**src/rtl/iac_pkg.sv**
```systemverilog
package iac_pkg;
  localparam int BYTE_W  = 8;
  localparam int HOST_AW = 2;
  localparam int OP_W    = 2;
  localparam int CNT_W   = 2;

  localparam logic [HOST_AW-1:0] A_MODE = 2'd0;
  localparam logic [HOST_AW-1:0] A_STAT = 2'd1;
  localparam logic [HOST_AW-1:0] A_INT  = 2'd2;
  localparam logic [HOST_AW-1:0] A_ACC  = 2'd3;

  localparam int OPB_WR = 7;

  typedef enum logic [1:0] {
    S_IDLE = 2'd0,
    S_REQ  = 2'd1,
    S_WAIT = 2'd2
  } seq_st_e;
endpackage

```
**src/rtl/iac_seq.sv**
```systemverilog
module iac_seq
  import iac_pkg::*;
(
  input  logic                clk,
  input  logic                rst_n,
  input  logic                acc_wr,
  input  logic [BYTE_W-1:0]   wdata,
  input  logic                abort,
  output logic [CNT_W-1:0]    cnt,
  output logic                busy,
  output logic                done,
  output logic [BYTE_W-1:0]   result,
  output logic                mem_req_valid,
  input  logic                mem_req_ready,
  output logic                mem_req_wr,
  output logic [OP_W-1:0]     mem_req_op,
  output logic [BYTE_W-1:0]   mem_req_addr,
  output logic [BYTE_W-1:0]   mem_req_data,
  input  logic                mem_rsp_valid,
  input  logic [BYTE_W-1:0]   mem_rsp_data
);
  localparam logic [CNT_W-1:0] LAST = CNT_W'(2);

  seq_st_e            st;
  logic [BYTE_W-1:0]  op_q, adr_q, dat_q, res_q;
  logic [CNT_W-1:0]   cnt_q;

  always_ff @(posedge clk or negedge rst_n) begin
    if (!rst_n) begin
      st    <= S_IDLE;
      cnt_q <= '0;
      op_q  <= '0;
      adr_q <= '0;
      dat_q <= '0;
      res_q <= '0;
    end else begin
      unique case (st)
        S_IDLE: begin
          if (acc_wr) begin
            if (cnt_q == '0) begin
              op_q  <= wdata;
              cnt_q <= cnt_q + 1'b1;
            end else if (cnt_q != LAST) begin
              adr_q <= wdata;
              cnt_q <= cnt_q + 1'b1;
            end else begin
              dat_q <= wdata;
              cnt_q <= '0;
              st    <= S_REQ;
            end
          end else if (abort) begin
            cnt_q <= '0;
          end
        end
        S_REQ: begin
          if (mem_req_ready) st <= op_q[OPB_WR] ? S_IDLE : S_WAIT;
        end
        S_WAIT: begin
          if (mem_rsp_valid) begin
            res_q <= mem_rsp_data;
            st    <= S_IDLE;
          end
        end
        default: st <= S_IDLE;
      endcase
    end
  end

  always_comb begin
    busy          = (st != S_IDLE);
    mem_req_valid = (st == S_REQ);
    done          = ((st == S_REQ) && mem_req_ready && op_q[OPB_WR]) ||
                    ((st == S_WAIT) && mem_rsp_valid);
  end

  assign cnt          = cnt_q;
  assign result       = res_q;
  assign mem_req_wr   = op_q[OPB_WR];
  assign mem_req_op   = op_q[OP_W-1:0];
  assign mem_req_addr = adr_q;
  assign mem_req_data = dat_q;
endmodule

```
**src/rtl/iac_irq.sv**
```systemverilog
module iac_irq #(
  parameter int N_SRC = 8
) (
  input  logic             clk,
  input  logic             rst_n,
  input  logic [N_SRC-1:0] set_i,
  input  logic             mask_wr,
  input  logic [N_SRC-1:0] mask_wdata,
  input  logic             rd_clr,
  output logic [N_SRC-1:0] pend_vis,
  output logic             irq
);
  logic [N_SRC-1:0] pend_q, mask_q;

  assign pend_vis = pend_q & ~mask_q;
  assign irq      = |pend_vis;

  for (genvar i = 0; i < N_SRC; i++) begin : g_src
    always_ff @(posedge clk or negedge rst_n) begin
      if (!rst_n) begin
        pend_q[i] <= 1'b0;
        mask_q[i] <= 1'b0;
      end else begin
        if (set_i[i])                   pend_q[i] <= 1'b1;
        else if (rd_clr && pend_vis[i]) pend_q[i] <= 1'b0;
        if (mask_wr)                    mask_q[i] <= mask_wdata[i];
      end
    end
  end
endmodule

```
**src/rtl/iac_regs.sv**
```systemverilog
module iac_regs
  import iac_pkg::*;
#(
  parameter int N_SRC = 8
) (
  input  logic                clk,
  input  logic                rst_n,
  input  logic [HOST_AW-1:0]  host_addr,
  input  logic [BYTE_W-1:0]   host_wdata,
  input  logic                host_wr,
  input  logic                host_rd,
  input  logic                busy,
  input  logic [CNT_W-1:0]    cnt,
  input  logic [N_SRC-1:0]    pend_vis,
  input  logic [BYTE_W-1:0]   result,
  output logic [BYTE_W-1:0]   mode,
  output logic                acc_wr,
  output logic                abort,
  output logic                mask_wr,
  output logic                int_rd,
  output logic [BYTE_W-1:0]   rdata
);
  logic [BYTE_W-1:0] mode_q, status;

  always_ff @(posedge clk or negedge rst_n) begin
    if (!rst_n)                              mode_q <= '0;
    else if (host_wr && host_addr == A_MODE) mode_q <= host_wdata;
  end

  always_comb begin
    status        = '0;
    status[0]     = ~busy;
    status[1]     = (cnt != '0);
    status[2]     = busy;
    status[4:3]   = cnt;
    acc_wr        = host_wr && (host_addr == A_ACC) && !busy;
    abort         = host_wr && (host_addr == A_STAT) && host_wdata[0] && !busy;
    mask_wr       = host_wr && (host_addr == A_INT);
    int_rd        = host_rd && (host_addr == A_INT);
    unique case (host_addr)
      A_MODE:  rdata = mode_q;
      A_STAT:  rdata = status;
      A_INT:   rdata = BYTE_W'(pend_vis);
      default: rdata = busy ? status : result;
    endcase
  end

  assign mode = mode_q;
endmodule

```
**src/rtl/ind_acc_ctrl.sv**
```systemverilog
module ind_acc_ctrl
  import iac_pkg::*;
#(
  parameter int NUM_EVT = 7
) (
  input  logic                       clk,
  input  logic                       rst_n,
  input  logic [HOST_AW-1:0]         host_addr,
  input  logic [BYTE_W-1:0]          host_wdata,
  input  logic                       host_wr,
  input  logic                       host_rd,
  output logic [BYTE_W-1:0]          host_rdata,
  output logic [BYTE_W-1:0]          mode_o,
  input  logic [NUM_EVT-1:0]         evt_i,
  output logic                       irq_o,
  output logic                       mem_req_valid,
  input  logic                       mem_req_ready,
  output logic                       mem_req_wr,
  output logic [OP_W-1:0]            mem_req_op,
  output logic [BYTE_W-1:0]          mem_req_addr,
  output logic [BYTE_W-1:0]          mem_req_data,
  input  logic                       mem_rsp_valid,
  input  logic [BYTE_W-1:0]          mem_rsp_data
);
  localparam int N_SRC = NUM_EVT + 1;

  logic               acc_wr, abort, mask_wr, int_rd, busy, done;
  logic [CNT_W-1:0]   cnt;
  logic [BYTE_W-1:0]  result;
  logic [N_SRC-1:0]   pend_vis;

  iac_seq u_seq (
    .clk, .rst_n, .acc_wr, .wdata(host_wdata), .abort,
    .cnt, .busy, .done, .result,
    .mem_req_valid, .mem_req_ready, .mem_req_wr, .mem_req_op,
    .mem_req_addr, .mem_req_data, .mem_rsp_valid, .mem_rsp_data
  );

  iac_irq #(.N_SRC(N_SRC)) u_irq (
    .clk, .rst_n,
    .set_i({evt_i, done}),
    .mask_wr, .mask_wdata(host_wdata[N_SRC-1:0]),
    .rd_clr(int_rd), .pend_vis, .irq(irq_o)
  );

  iac_regs #(.N_SRC(N_SRC)) u_regs (
    .clk, .rst_n, .host_addr, .host_wdata, .host_wr, .host_rd,
    .busy, .cnt, .pend_vis, .result,
    .mode(mode_o), .acc_wr, .abort, .mask_wr, .int_rd,
    .rdata(host_rdata)
  );
endmodule

```
**config.mk**
```make
export PLATFORM = sky130hd
export DESIGN_NAME = ind_acc_ctrl
export DESIGN_NICKNAME = d
export VERILOG_FILES = /design/src/rtl/iac_pkg.sv /design/src/rtl/iac_seq.sv /design/src/rtl/iac_irq.sv /design/src/rtl/iac_regs.sv /design/src/rtl/ind_acc_ctrl.sv
export SDC_FILE = /design/constraint.sdc
export NUM_CORES = 1
export LEC_CHECK = 0
export ABC_AREA = 1
export CORE_AREA = 2 2 66 68
export CTS_BUF_LIST = sky130_fd_sc_hd__clkbuf_8
export DETAILED_ROUTE_END_ITERATION = 16
export DIE_AREA = 0 0 68 70
export DONT_BUFFER_PORTS = 1
export GPL_ROUTABILITY_DRIVEN = 0
export PLACE_DENSITY = 0.84
export SLEW_MARGIN = 5
export SYNTH_ARGS = -nofsm -noshare
export SYNTH_HDL_FRONTEND = slang
export SYNTH_HIERARCHICAL = 1
export SYNTH_SLANG_ARGS = --single-unit
```
**constraint.sdc**
```tcl
create_clock -name clk -period 4.85 [get_ports clk]
set_input_delay 0.485 -clock clk [delete_from_list [all_inputs] [get_ports clk]]
set_output_delay 0.485 -clock clk [all_outputs]
set_load 0.02 [all_outputs]
```
======== Word level (Yosys, flattened, before mapping) ========
Cells that the tools add are included.
Widths: inputs -> output; s select.
storage, ports and cells
  bits in registers ....................... 60
  input bits .............................. 31
  output and inout bits ................... 37
  word-level logic and storage cells ...... 111
operators by class
  add/subtract/negate cells ............... 1
  equal/unequal tests ..................... 11
  muxes and demuxes ....................... 29
  bitwise gates (word level) .............. 5
  reductions and logical operators ........ 42
operators with widths
  kind                 count
  $pmux 8 s3           1
  $reduce_bool 2->1    11
  $mux 2               10
  $logic_and 1x1->1    19
  $mux 1               16
  $ne 2x2->1 const B   5
  $and 8x8->8          1
  $mux 8               1
  $not 8->8            1
  $reduce_and 4->1     2
  $reduce_or 8->1      1
  $eq 2x2->1 const B   3
  $logic_not 2->1      3
  $pmux 2 s3           1
  $reduce_and 5->1     1
  $eq 2x1->1 const B   2
  $reduce_and 2->1     2
  $not 1->1            3
  $reduce_and 3->1     1
  $add 2x1->2 const B  1
  $ne 2x1->1 const B   1
  $logic_not 1->1      1
  $logic_or 1x1->1     1

======== Logic depth before layout (Yosys ltp) ========
  depth after elaboration ................. 6
  mapped depth ............................ 10
  mapped depth without buffers ............ 8

======== Modules after synthesis ========
Netlist, hierarchy kept.
modules (own cells, without submodules)
  module    times used  cells each  area each (sq um)  sequential area each (sq um)
  iac_seq   1           145         1368.8             775.7
  iac_irq   1           89          701.9              400.4
  iac_regs  1           103         624.3              200.2

======== Worst setup path after synthesis ========
OpenSTA, ideal clock, no wires.
  kind .................................... register to output
  start point ............................. register u_seq.st[1]
  end point ............................... output host_rdata[4]
  arrival time ............................ 1378 ps
  required time ........................... 4365 ps
  slack ................................... 2987 ps
  stages on the path, launching flop included .. 10
  cells stage by stage .................... dfrtp_1 -> nor2_4 -> buf_6 -> inv_1 -> buf_2 -> inv_1 -> nand2_1 -> nand2_1 -> nand2_1 -> nand4_1
between the ends
  word-level cells in the longest chain between the ends .. 3
RTL lines
  item                      RTL line            text
  start: declaration        iac_seq.sv:24       seq_st_e st;
  start signal: assignment  iac_seq.sv:56       if (mem_req_ready) st <= op_q[OPB_WR] ? S_IDLE : S_WAIT;
  $reduce_bool 2->1         iac_seq.sv:70       busy = (st != S_IDLE);
  net busy                  ind_acc_ctrl.sv:27  logic acc_wr, abort, mask_wr, int_rd, busy, done;
  $mux 8                    iac_regs.sv:44      default: rdata = busy ? status : result;
  $pmux 8 s3                iac_regs.sv:40      unique case (host_addr)
  end: declaration          ind_acc_ctrl.sv:12  output logic [BYTE_W-1:0] host_rdata,
The timed path passes the listed nets, and every way through them passes these cells.

======== Worst setup path in the final report ========
Ends and elaborated chain as after synthesis.

==> impl_metrics.env <==
export IMPL_root_buffer="clkbuf_8"
export IMPL_synth_async_reset_ratio=1.00
export IMPL_avgSynthCellArea_um2=8.00
export IMPL_skew_ns=0.00545
export IMPL_numCtsBuffers=5
export IMPL_cp_max_fo=25
export IMPL_worstSetupStartpoint="u_seq/st[1]"
export IMPL_ys_seq_area_frac=0.511
export IMPL_ys_ff_latch=55
export IMPL_wl_met1_mm=2.40
export IMPL_routed_wl_met3_um=437
export IMPL_worstPathArrival_ns=2.07
export IMPL_worstMarginPinSlew_ns=0.841
export IMPL_finalSetupViolCount=0
export IMPL_h_tree_depth=2
export IMPL_synth_cell_types=21
export IMPL_cts_tree="done"
export IMPL_wirelength_mm=5.70
export IMPL_slew_headroom=0.437
export IMPL_nets=366
export IMPL_dr_pass1_iters=4
export IMPL_ant_nets=0
export IMPL_num_vias=2126
export IMPL_port_buffers=0
export IMPL_r2r_start="u_seq/st[1]"
export IMPL_clock_latency_ns=0.31
export IMPL_path_clk_slew_ns=0.10
export IMPL_grt_pass1_vias=2139
export IMPL_dp_hpwl_mm=4.16
export IMPL_maxCapViolations=0
export IMPL_die_w_um=68
export IMPL_rsz0062_at_grt="false"
export IMPL_dr_first_iter_drc_count=135
export IMPL_wl_met2_mm=2.71
export IMPL_leakage_uw=0.00149
export IMPL_max_freq_mhz=392
export IMPL_grt_util_all_layers=0.266
export IMPL_area_delta_synth_final_pct=4.69
export IMPL_tns_ns=0
export IMPL_status="finished, final reports clean"
export IMPL_die_h_um=70
export IMPL_hold_slack_ns=0.0185
export IMPL_num_io_pins=68
export IMPL_crit_path_end_kind="output pin"
export IMPL_synth_edf_count=0
export IMPL_final_core_util=0.681
export IMPL_clk_path_buf_depth=2
export IMPL_yosysWarnings=6
export IMPL_start_util=0.650
export IMPL_drive_gt1_frac=0.0982
export IMPL_fin_crit_sh=0.526
export IMPL_top_layer_used="met4"
export IMPL_grt_max_degree=56
export IMPL_slew_violations=0
export IMPL_route_detailed_drc=0
export IMPL_wl_per_cell_um=14.7
export IMPL_pwr_density_cell_nw_per_um2=501
export IMPL_vdd_drop_max_v=0.000346
export IMPL_cp_start_kind="register"
export IMPL_synth_cells=337
export IMPL_clock_sinks=55
export IMPL_finalCriticalPeriod_ns=2.55
export IMPL_synth_flop_cell="dfrtp_1"
export IMPL_die_area_um2=4760
export IMPL_antenna_cells=0
export IMPL_syn_area_um2=2700
export IMPL_syn_nets=368
export IMPL_cts_setup_buffers=0
export IMPL_antenna_found_initial=0
export IMPL_viasPerCell=5.48
export IMPL_globalRouteOverflowTotal=0
export IMPL_grt_pass1_wl_mm=9.49
export IMPL_hold_viol=0
export IMPL_worstPathRequired_ns=4.37
export IMPL_criticalPathCategory="reg2out"
export IMPL_coreArea_um2=4140
export IMPL_rows=24
export IMPL_hold_class="in2async"
==> area by class of cell <==
class                   instances  area [um^2]
well taps                      52         65.1
repair buffers                  2         35.0
inverters                      47          176
flip-flops and latches         55         1380
multi-input cells             224         1060
clock buffers                   7         96.3
fillers                       342         1320
clock inverters                 1         7.51
==> Yosys cell counts (3+ instances only) <==
library cell | n | area share
dfrtp_1 | 55 | 0.51
nand4_1 | 23 | 0.053
inv_2 | 3 | 0.0042
o21ai_1 | 3 | 0.0056
nand3_1 | 19 | 0.035
nand2_1 | 127 | 0.18
nor2_1 | 14 | 0.019
buf_2 | 3 | 0.0056
inv_1 | 44 | 0.061
o21ai_0 | 18 | 0.033
buf_6 | 4 | 0.017
o21ai_2 | 8 | 0.026
nor2_4 | 4 | 0.017
==> flip-flops by register name, indices dropped and copies added (netlist names) <==
| signal | cells |
|---|---|
| u_irq/mask_q | 8 |
| u_irq/pend_q | 8 |
| u_regs/mode | 8 |
| u_seq/mem_req_addr | 8 |
| u_seq/mem_req_data | 8 |
| u_seq/result | 8 |
| u_seq/op_q | 3 |
| u_seq/cnt | 2 |
| u_seq/st | 2 |
==> repair_timing <==
item / CTS / global route
resized for setup: 0 / 0
hold buffers: 1 / 0
hold endpoints to repair: 55 / 0
setup endpoints to repair: 0 / 0
==> power by group <==
| part | internal (uW) | switching [uW] |
|---|---|---|
| Sequential | 598 | 229 |
| Combinational | 105 | 208 |
| Clock | 130 | 143 |
==> metal layers <==
layer	GRT usage	vias up
met5	0	-
met3	0.0902	13
met2	0.403	77
li1	-	1061
met4	0.131	0
met1	0.336	975
==> stage by stage <==
stage | total power [uW] | cells | worst slack (ns) | instance area (um^2)
2_1_floorplan | 1070 | 337 | 2.99 | 2700
3_3_place_gp | 1120 | 379 | 2.72 | 2690
3_5_place_dp | 1140 | 379 | 2.66 | 2690
4_1_cts | 1420 | 388 | 2.34 | 2820
5_1_grt | 1510 | 388 | 2.13 | 2820
6_report | 1410 | 388 | 2.30 | 2820
==> worst paths after layout <==
kind | cells after the start | endpoint | slack, ns
hold reg to reg | 2 | u_seq/result[1] | 0.49
hold / removal | 1 | u_seq/op_q[0] | 0.02
setup / recovery | 7 | host_rdata[4] | 2.30
min in group clk | 2 | u_irq/pend_q[3] | 0.27
setup reg to reg | 7 | u_seq/mem_req_data[3] | 2.60
max in group asynchronous | 1 | u_regs/mode[3] | 4.60
==> worst max-delay path, stage by stage, from the launching register on <==
cell and delay [ns]:
dfrtp_1 0.47, nor2_4 0.46, inv_1 0.28, inv_1 0.18
nand2_1 0.06, nand2_1 0.06, nand2_1 0.05, nand4_1 0.19
==> cells by family (layout without fill, tap and decap cells) <==
logic type | count (synthesis) | in the layout | synth area share
AND/OR/NAND/NOR | 195 | 195 | 0.328
buffers and inverters | 58 | 57 | 0.0961
flip-flops | 55 | 55 | 0.511
AO/OA/AOI/OAI | 29 | 29 | 0.0650
==> placed cells by master (no fill, tap or decap) <==
cell	n
nand3_4	1
inv_2	3
buf_16	1
inv_1	44
nand3_1	19
clkbuf_8	7
o21ai_0	18
clkinvlp_4	1
dfrtp_1	55
nand2_1	127
o21ai_2	8
nor2_4	4
nor3_2	2
nand4_1	23
nor2_2	1
nor2_1	14
nand2_2	2
buf_4	1
nand3_2	2
o21ai_1	3
No activity file was read; power rests on OpenSTA's default activity.
